--- config.mk ---
export PLATFORM = sky130hd
export DESIGN_NAME = rxq_trig_fifo
export DESIGN_NICKNAME = d
export VERILOG_FILES = /design/src/rtl/rxq_pkg.sv /design/src/rtl/rxq_store.sv /design/src/rtl/rxq_ptrs.sv /design/src/rtl/rxq_flags.sv /design/src/rtl/rxq_trig_fifo.sv
export SDC_FILE = /design/constraint.sdc
export NUM_CORES = 1
export LEC_CHECK = 0
export ABC_AREA = 1
export CORE_MARGIN = 2
export CORE_UTILIZATION = 50
export CTS_CLUSTER_DIAMETER = 100
export CTS_CLUSTER_SIZE = 8
export DETAILED_ROUTE_END_ITERATION = 7
export GPL_TIMING_DRIVEN = 0
export HOLD_SLACK_MARGIN = 0.12
export PLACE_DENSITY = 0.71
export SLEW_MARGIN = 5
export SYNTH_ARGS = -nofsm -noshare
export SYNTH_HDL_FRONTEND = slang
export SYNTH_SLANG_ARGS = --single-unit
--- constraint.sdc ---
create_clock -name clk -period 2.5 [get_ports clk]
set_input_delay 0.5 -clock clk [delete_from_list [all_inputs] [get_ports clk]]
set_output_delay 0.5 -clock clk [all_outputs]
set_load 0.03 [all_outputs]
--- src/rtl/rxq_pkg.sv ---
// Package: shared constants and the trigger decode for the receive queue.
// Assumes: callers size their threshold signals with enough bits for 14.
package rxq_pkg;

    localparam int RXQ_DEPTH = 16;
    localparam int RXQ_DW    = 8;

    // Decode the 2-bit trigger select into a byte threshold.
    function automatic int unsigned trig_level(input logic [1:0] sel);
        case (sel)
            2'd0:    return 1;
            2'd1:    return 4;
            2'd2:    return 8;
            default: return 14;
        endcase
    endfunction

endpackage

--- src/rtl/rxq_store.sv ---
// Module: byte storage for the receive queue.
// One write port and one asynchronous read port. Slots are not reset,
// because occupancy is tracked elsewhere.
// Assumes: wr_addr and rd_addr are always below DEPTH.
module rxq_store #(
    parameter int DEPTH = 16,
    parameter int DW    = 8,
    localparam int AW   = (DEPTH > 1) ? $clog2(DEPTH) : 1
) (
    input  logic          clk,
    input  logic          wr_en,
    input  logic [AW-1:0] wr_addr,
    input  logic [DW-1:0] wr_data,
    input  logic [AW-1:0] rd_addr,
    output logic [DW-1:0] rd_data
);

    logic [DW-1:0] mem [DEPTH];

    // Store an accepted byte into its slot.
    always_ff @(posedge clk) begin
        if (wr_en) begin
            mem[wr_addr] <= wr_data;
        end
    end

    // Present the slot at the read position.
    assign rd_data = mem[rd_addr];

endmodule

--- src/rtl/rxq_ptrs.sv ---
// Module: read/write positions and fill counter of the receive queue.
// Decides push and pop acceptance. The full test uses the fill at the start
// of the cycle. Clear wins over both push and pop.
// Assumes: DEPTH >= 2.
module rxq_ptrs #(
    parameter int DEPTH = 16,
    localparam int AW   = (DEPTH > 1) ? $clog2(DEPTH) : 1,
    localparam int CW   = $clog2(DEPTH + 1)
) (
    input  logic          clk,
    input  logic          rst_n,
    input  logic          clear,
    input  logic          push_valid,
    input  logic          rx_en,
    input  logic          pop_req,
    output logic          push_acc,
    output logic          pop_acc,
    output logic [AW-1:0] wr_ptr,
    output logic [AW-1:0] rd_ptr,
    output logic [CW-1:0] count,
    output logic [CW-1:0] count_nxt
);

    logic [AW-1:0] wr_inc;
    logic [AW-1:0] rd_inc;

    assign push_acc = push_valid && rx_en && (count < CW'(DEPTH)) && !clear;
    assign pop_acc  = pop_req && (count != '0) && !clear;

    // Pick the wrap style: free-running for a power of two, compare otherwise.
    generate
        if ((DEPTH & (DEPTH - 1)) == 0) begin : g_pow2_wrap
            assign wr_inc = wr_ptr + AW'(1);
            assign rd_inc = rd_ptr + AW'(1);
        end else begin : g_cmp_wrap
            assign wr_inc = (wr_ptr == AW'(DEPTH - 1)) ? '0 : wr_ptr + AW'(1);
            assign rd_inc = (rd_ptr == AW'(DEPTH - 1)) ? '0 : rd_ptr + AW'(1);
        end
    endgenerate

    // Next fill level from the accepted operations.
    always_comb begin
        case ({push_acc, pop_acc})
            2'b10:   count_nxt = count + CW'(1);
            2'b01:   count_nxt = count - CW'(1);
            default: count_nxt = count;
        endcase
    end

    // Advance positions and fill, or flush them.
    always_ff @(posedge clk) begin
        if (!rst_n || clear) begin
            wr_ptr <= '0;
            rd_ptr <= '0;
            count  <= '0;
        end else begin
            if (push_acc) begin
                wr_ptr <= wr_inc;
            end
            if (pop_acc) begin
                rd_ptr <= rd_inc;
            end
            count <= count_nxt;
        end
    end

endmodule

--- src/rtl/rxq_flags.sv ---
// Module: threshold register, data-ready flag and interrupt of the queue.
// The flag and the interrupt are event-driven: set by a push that reaches
// the threshold, cleared by a pop that falls below it, or by a clear.
// Assumes: push_acc and pop_acc are already low during a clear.
module rxq_flags #(
    parameter int DEPTH = 16,
    localparam int CW   = $clog2(DEPTH + 1)
) (
    input  logic          clk,
    input  logic          rst_n,
    input  logic          clear,
    input  logic [1:0]    trig_sel,
    input  logic          rx_ie,
    input  logic          push_acc,
    input  logic          pop_acc,
    input  logic [CW-1:0] count_nxt,
    output logic          data_full,
    output logic          rx_irq
);

    localparam int TW = (CW > 4) ? CW : 4;

    logic [TW-1:0] thr_q;
    logic [TW-1:0] cnt_ext;
    logic          set_ev;
    logic          clr_ev;

    assign cnt_ext = TW'(count_nxt);
    assign set_ev  = push_acc && (cnt_ext >= thr_q);
    assign clr_ev  = pop_acc && (cnt_ext < thr_q);

    // Sample the trigger select; the reset value gives a 1-byte threshold.
    always_ff @(posedge clk) begin
        if (!rst_n) begin
            thr_q <= TW'(1);
        end else begin
            thr_q <= TW'(rxq_pkg::trig_level(trig_sel));
        end
    end

    // Sticky data-ready flag.
    always_ff @(posedge clk) begin
        if (!rst_n || clear) begin
            data_full <= 1'b0;
        end else if (set_ev) begin
            data_full <= 1'b1;
        end else if (clr_ev) begin
            data_full <= 1'b0;
        end
    end

    // Interrupt: follows flag events, masked low by the enable.
    always_ff @(posedge clk) begin
        if (!rst_n || clear || !rx_ie) begin
            rx_irq <= 1'b0;
        end else if (set_ev) begin
            rx_irq <= 1'b1;
        end else if (clr_ev) begin
            rx_irq <= 1'b0;
        end
    end

endmodule

--- src/rtl/rxq_trig_fifo.sv ---
// Module: top of the receive queue with programmable fill trigger.
// Connects storage, position control and flag logic, and substitutes
// all-ones for the head byte when the queue is empty.
// Assumes: one push and one pop at most per cycle.
module rxq_trig_fifo #(
    parameter int DEPTH = rxq_pkg::RXQ_DEPTH,
    parameter int DW    = rxq_pkg::RXQ_DW,
    localparam int AW   = (DEPTH > 1) ? $clog2(DEPTH) : 1,
    localparam int CW   = $clog2(DEPTH + 1)
) (
    input  logic          clk,
    input  logic          rst_n,
    input  logic          push_valid,
    input  logic [DW-1:0] push_data,
    input  logic          pop_req,
    input  logic          clear,
    input  logic [1:0]    trig_sel,
    input  logic          rx_en,
    input  logic          rx_ie,
    output logic [DW-1:0] head_data,
    output logic [CW-1:0] fill_count,
    output logic          data_full,
    output logic          rx_irq
);

    logic          push_acc;
    logic          pop_acc;
    logic [AW-1:0] wr_ptr;
    logic [AW-1:0] rd_ptr;
    logic [CW-1:0] count_nxt;
    logic [DW-1:0] rd_data;

    rxq_ptrs #(.DEPTH(DEPTH)) u_ptrs (
        .clk        (clk),
        .rst_n      (rst_n),
        .clear      (clear),
        .push_valid (push_valid),
        .rx_en      (rx_en),
        .pop_req    (pop_req),
        .push_acc   (push_acc),
        .pop_acc    (pop_acc),
        .wr_ptr     (wr_ptr),
        .rd_ptr     (rd_ptr),
        .count      (fill_count),
        .count_nxt  (count_nxt)
    );

    rxq_store #(.DEPTH(DEPTH), .DW(DW)) u_store (
        .clk     (clk),
        .wr_en   (push_acc),
        .wr_addr (wr_ptr),
        .wr_data (push_data),
        .rd_addr (rd_ptr),
        .rd_data (rd_data)
    );

    rxq_flags #(.DEPTH(DEPTH)) u_flags (
        .clk       (clk),
        .rst_n     (rst_n),
        .clear     (clear),
        .trig_sel  (trig_sel),
        .rx_ie     (rx_ie),
        .push_acc  (push_acc),
        .pop_acc   (pop_acc),
        .count_nxt (count_nxt),
        .data_full (data_full),
        .rx_irq    (rx_irq)
    );

    // Oldest byte when occupied, all-ones when empty.
    assign head_data = (fill_count != '0) ? rd_data : '1;

endmodule

==> flow_metrics.py <==
metrics = {
    "timing": {
        "holdWs_ns": 0.478,
        "hold_violations": 0,
        "rsz0062_at_grt": "yes",
        "drv_slew": 0,
        "timing.final.crit_period_ns": 2.61,
        "period_share": 1.04,
        "final-setup-viol-count": 2,
        "tightest_slew_ns": 0.829,
        "relSlewSlack": 0.445,
        "skew_ns": 0.00697,
        "fmax_mhz": 384,
        "layout_setup_ws_ns": -0.107,
    },
    "worst_hold_path": {
        "holdPathStages": 2,
        "hp-class": "flop to flop",
    },
    "route": {
        "vias_per_cell": 5.64,
        "via_count": 4152,
        "drtAntennaViolNets": 0,
        "first_pass_iters": 5,
        "post-route-drc-count": 0,
        "drt_wl_total_microns": 14000,
        "routedWlPerCell_microns": 19.1,
        "drt-initial-drc-count": 289,
    },
    "setup_path": {
        "startpoint_type": "flop",
        "arrival_ns": 2.95,
        "critical_path_peak_fanout": 4,
        "path_cells": "nor2_4, nand3_4, buf_6, nand3_4, xnor2_4, ha_2, a21oi_2, o21ai_1, o21bai_4, nand2_2, ha_4, and3_4, nand4_1, nand3_1, nand2_2, a21oi_2",
        "crit_family": "simple AND/OR/NAND/NOR gates",
        "cpPeakStageDelay_ns": 0.35,
        "cp.depth": 16,
        "cpMaxStageDelayCell": "dfxtp_4",
        "cp-end-kind": "flop",
        "rr_worst_depth": 16,
        "worstPathRequired_ns": 2.85,
        "critPathBufInv": 1,
        "setup.worst_path.class": "flop to flop",
    },
    "yosys": {
        "synthAdderAreaFrac": 0.0220,
        "synthTopCellsByArea": "edfxtp_1 61%, dfxtp_1 7.4%, mux2i_1 5.1%",
        "synth_cells": 491,
        "ys_seq_area_frac": 0.687,
        "syn-cell-area_sq_um": 6260,
        "yosys.area_share.xor_xnor": 0.00280,
        "synth_top_family_by_area": "simple AND/OR/NAND/NOR gates",
        "syn-num-nets": 519,
        "synthSimpleGateAreaFrac": 0.106,
        "synth_compound_area_frac": 0.0941,
        "yosysTopAreaCell": "edfxtp_1",
        "synth_top_area_share": 0.614,
        "synth_cell_types": 33,
        "synth-seq-cells": 151,
        "ys_warn_count": 0,
        "syn_area_per_cell_sq_um": 12.8,
        "synth.area.mux_share": 0.0511,
    },
    "global_route": {
        "grt_antenna_before_repair": 0,
        "grt_max_degree": 17,
        "overflow": 0,
        "grt_pass1_vias": 4236,
        "grt_pass1_wl_microns": 21800,
        "grt_use_total": 0.224,
    },
    "clock_network": {
        "cts_buffers": 17,
        "clkTransAtPathRegs_ns": 0.06,
        "cts_tree": "built",
        "clock-sinks": 151,
        "cts_buffer_depth": 2,
        "insertion_delay_ns": 0.42,
        "cts_max_level": 4,
        "clock-root-buffer": "clkbuf_16",
    },
    "final_layout": {
        "fillCellCount": 894,
        "area_delta_synth_final_pct": 25.8,
        "antenna_cells": 0,
        "layout-drive-gt1-share": 0.232,
        "stdcell_count": 736,
        "finish.net_count": 583,
        "finalCoreUtilization": 0.650,
    },
    "floorplan": {
        "rows": 40,
        "die-area_sq_um": 13400,
        "initial_core_util": 0.517,
        "coreArea_sq_um": 12100,
        "die_y_microns": 116,
        "fp.dieW_microns": 116,
        "ios": 32,
    },
    "place": {
        "hpwl_microns": 9120,
        "port_buffers": 31,
        "gp_congestion": 0.871,
        "dp_cells": 690,
    },
    "pwr": {
        "p_clk_frac": 0.473,
        "powerDensity_nw_per_um2": 701,
        "p_sw_frac": 0.193,
        "ir_worst_vdd_mv": 0.427,
        "p_int_uw": 4460,
        "switchingPower_uw": 1070,
        "seq_power_share": 0.496,
        "leakage_uw": 0.00261,
        "comb_power_share": 0.030,
    },
    "outcome": {
        "status": "finished, violations left",
        "violations": "setup timing",
    },
    "flow_run": {
        "max-cap-violations": 0,
    },
}
layer usage:
| layer | global-route usage | part of all wire | up-vias |
|---|---|---|---|
| met5 | 0 | 0 | - |
| met1 | 0.275 | 0.41 | 1999 |
| met4 | 0.106 | 0.028 | 0 |
| li1 | - | - | 1956 |
| met3 | 0.0497 | 0.062 | 33 |
| met2 | 0.379 | 0.50 | 164 |
synthesized netlist by cell type (all sizes together):
library cell and instances:
o21ai 39, nor3b 2, nand3 35, buf 6, xor2 1, nor2 60, ha 11, nor3 1
mux2i 32, a21oi 17, o21bai 2, clkbuf 16, nand4 4, nor4 1, inv 33, xnor2 1
clkinv 2, edfxtp 128, or2 1, and3 1, o221ai 32, o31ai 1, a31oi 1, dfxtp 23
nand2 41
power by group through the flow:
stage | logic [uW] | clock network (uW) | registers (uW)
floorplan | 60.4 | 0 | 2800
global route | 184 | 2750 | 2740
detailed placement | 146 | 0 | 2800
global placement | 140 | 0 | 2800
finish | 168 | 2610 | 2740
CTS | 162 | 2650 | 2740
registers in the layout, indices dropped and copies added, names as in the netlist, named ones only:
register           count
u_flags.data_full      1
u_flags.rx_irq         1
u_flags.thr_q          4
u_ptrs.count           5
u_ptrs.rd_ptr          4
u_ptrs.wr_ptr          4
u_store.mem          128
worst paths after layout:
| check | from | end | slack (ns) |
|---|---|---|---|
| max | u_ptrs.count[2]$_SDFF_PP0_ | u_flags.data_full$_SDFFE_PP0P_ | -0.11 |
| min | u_flags.data_full$_SDFFE_PP0P_ | u_flags.data_full$_SDFFE_PP0P_ | 0.48 |
| max reg2reg | u_ptrs.count[2]$_SDFF_PP0_ | u_flags.data_full$_SDFFE_PP0P_ | -0.11 |
| min reg2reg | u_flags.data_full$_SDFFE_PP0P_ | u_flags.data_full$_SDFFE_PP0P_ | 0.48 |
through the flow:
stage          power, uW  setup WS [ns]  cell area (sq um)  setup TNS, ns
2_1_floorplan       2860        0.00122               6290              0
3_3_place_gp        2940         -0.742               6810          -7.20
3_5_place_dp        2940         -0.836               6810         -10.18
4_1_cts             5550        -0.0565               7730        -0.0728
5_1_grt             5670         -0.218               7880         -0.484
6_report            5520         -0.107               7880         -0.189
placed cells by master (no fill, tap or decap), types with 4 or more instances in the layout:
| cell | count |
|---|---|
| a21oi_2 | 4 |
| buf_4 | 15 |
| clkbuf_2 | 6 |
| nor2_1 | 56 |
| edfxtp_1 | 128 |
| clkinvlp_4 | 4 |
| mux2i_2 | 6 |
| nand3_2 | 6 |
| inv_2 | 6 |
| clkdlybuf4s50_1 | 19 |
| bufinv_16 | 4 |
| buf_8 | 4 |
| nand2_2 | 7 |
| buf_2 | 4 |
| dlygate4sd2_1 | 4 |
| clkbuf_16 | 17 |
| ha_1 | 7 |
| nand3_1 | 27 |
| o21ai_0 | 37 |
| dfxtp_1 | 15 |
| dfxtp_2 | 4 |
| o221ai_1 | 30 |
| inv_1 | 26 |
| buf_12 | 4 |
| clkbuf_4 | 6 |
| a21oi_1 | 13 |
| mux2i_1 | 26 |
| nand4_1 | 4 |
| dfxtp_4 | 4 |
| nand2_1 | 30 |
logic make-up after synthesis:
logic type,Yosys count
AO/OA/AOI/OAI,92
XOR/XNOR,2
adder cells (fa/ha/maj),11
buffers and inverters,57
flip-flops,151
multiplexers,32
AND/OR/NAND/NOR,146
what timing repair did:
item | 4_1_cts | 5_1_grt
buffers inserted | 13 | 4
pin swaps | 24 | 13
hold buffers | 0 | 0
setup endpoints to repair | 10 | 10
gates cloned | 0 | 0
resized for setup | 114 | 41
worst reg2reg max path: cells and delay by family, from the launching register on:
kind | cells | cell delay, ns
adders and majority gates | 2 | 0.48
and+or+nand+nor | 8 | 0.97
xor gates and xnor gates | 1 | 0.14
buffers and inverters | 1 | 0.13
AOI/OAI and AO/OA | 4 | 0.45
DFF | 1 | 0.35
layout make-up:
class,instances,area [sq um],share of cell area
Timing Repair Buffer,48,438,0.0556
Clock buffer,18,429,0.0545
Sequential cell,151,4320,0.549
Multi-Input combinational cell,283,1960,0.249
Clock inverter,14,181,0.0230
Buffer,19,196,0.0249
Inverter,35,139,0.0176
Tap cell,168,210,0.0267
Power figures use the tool's default switching activity.
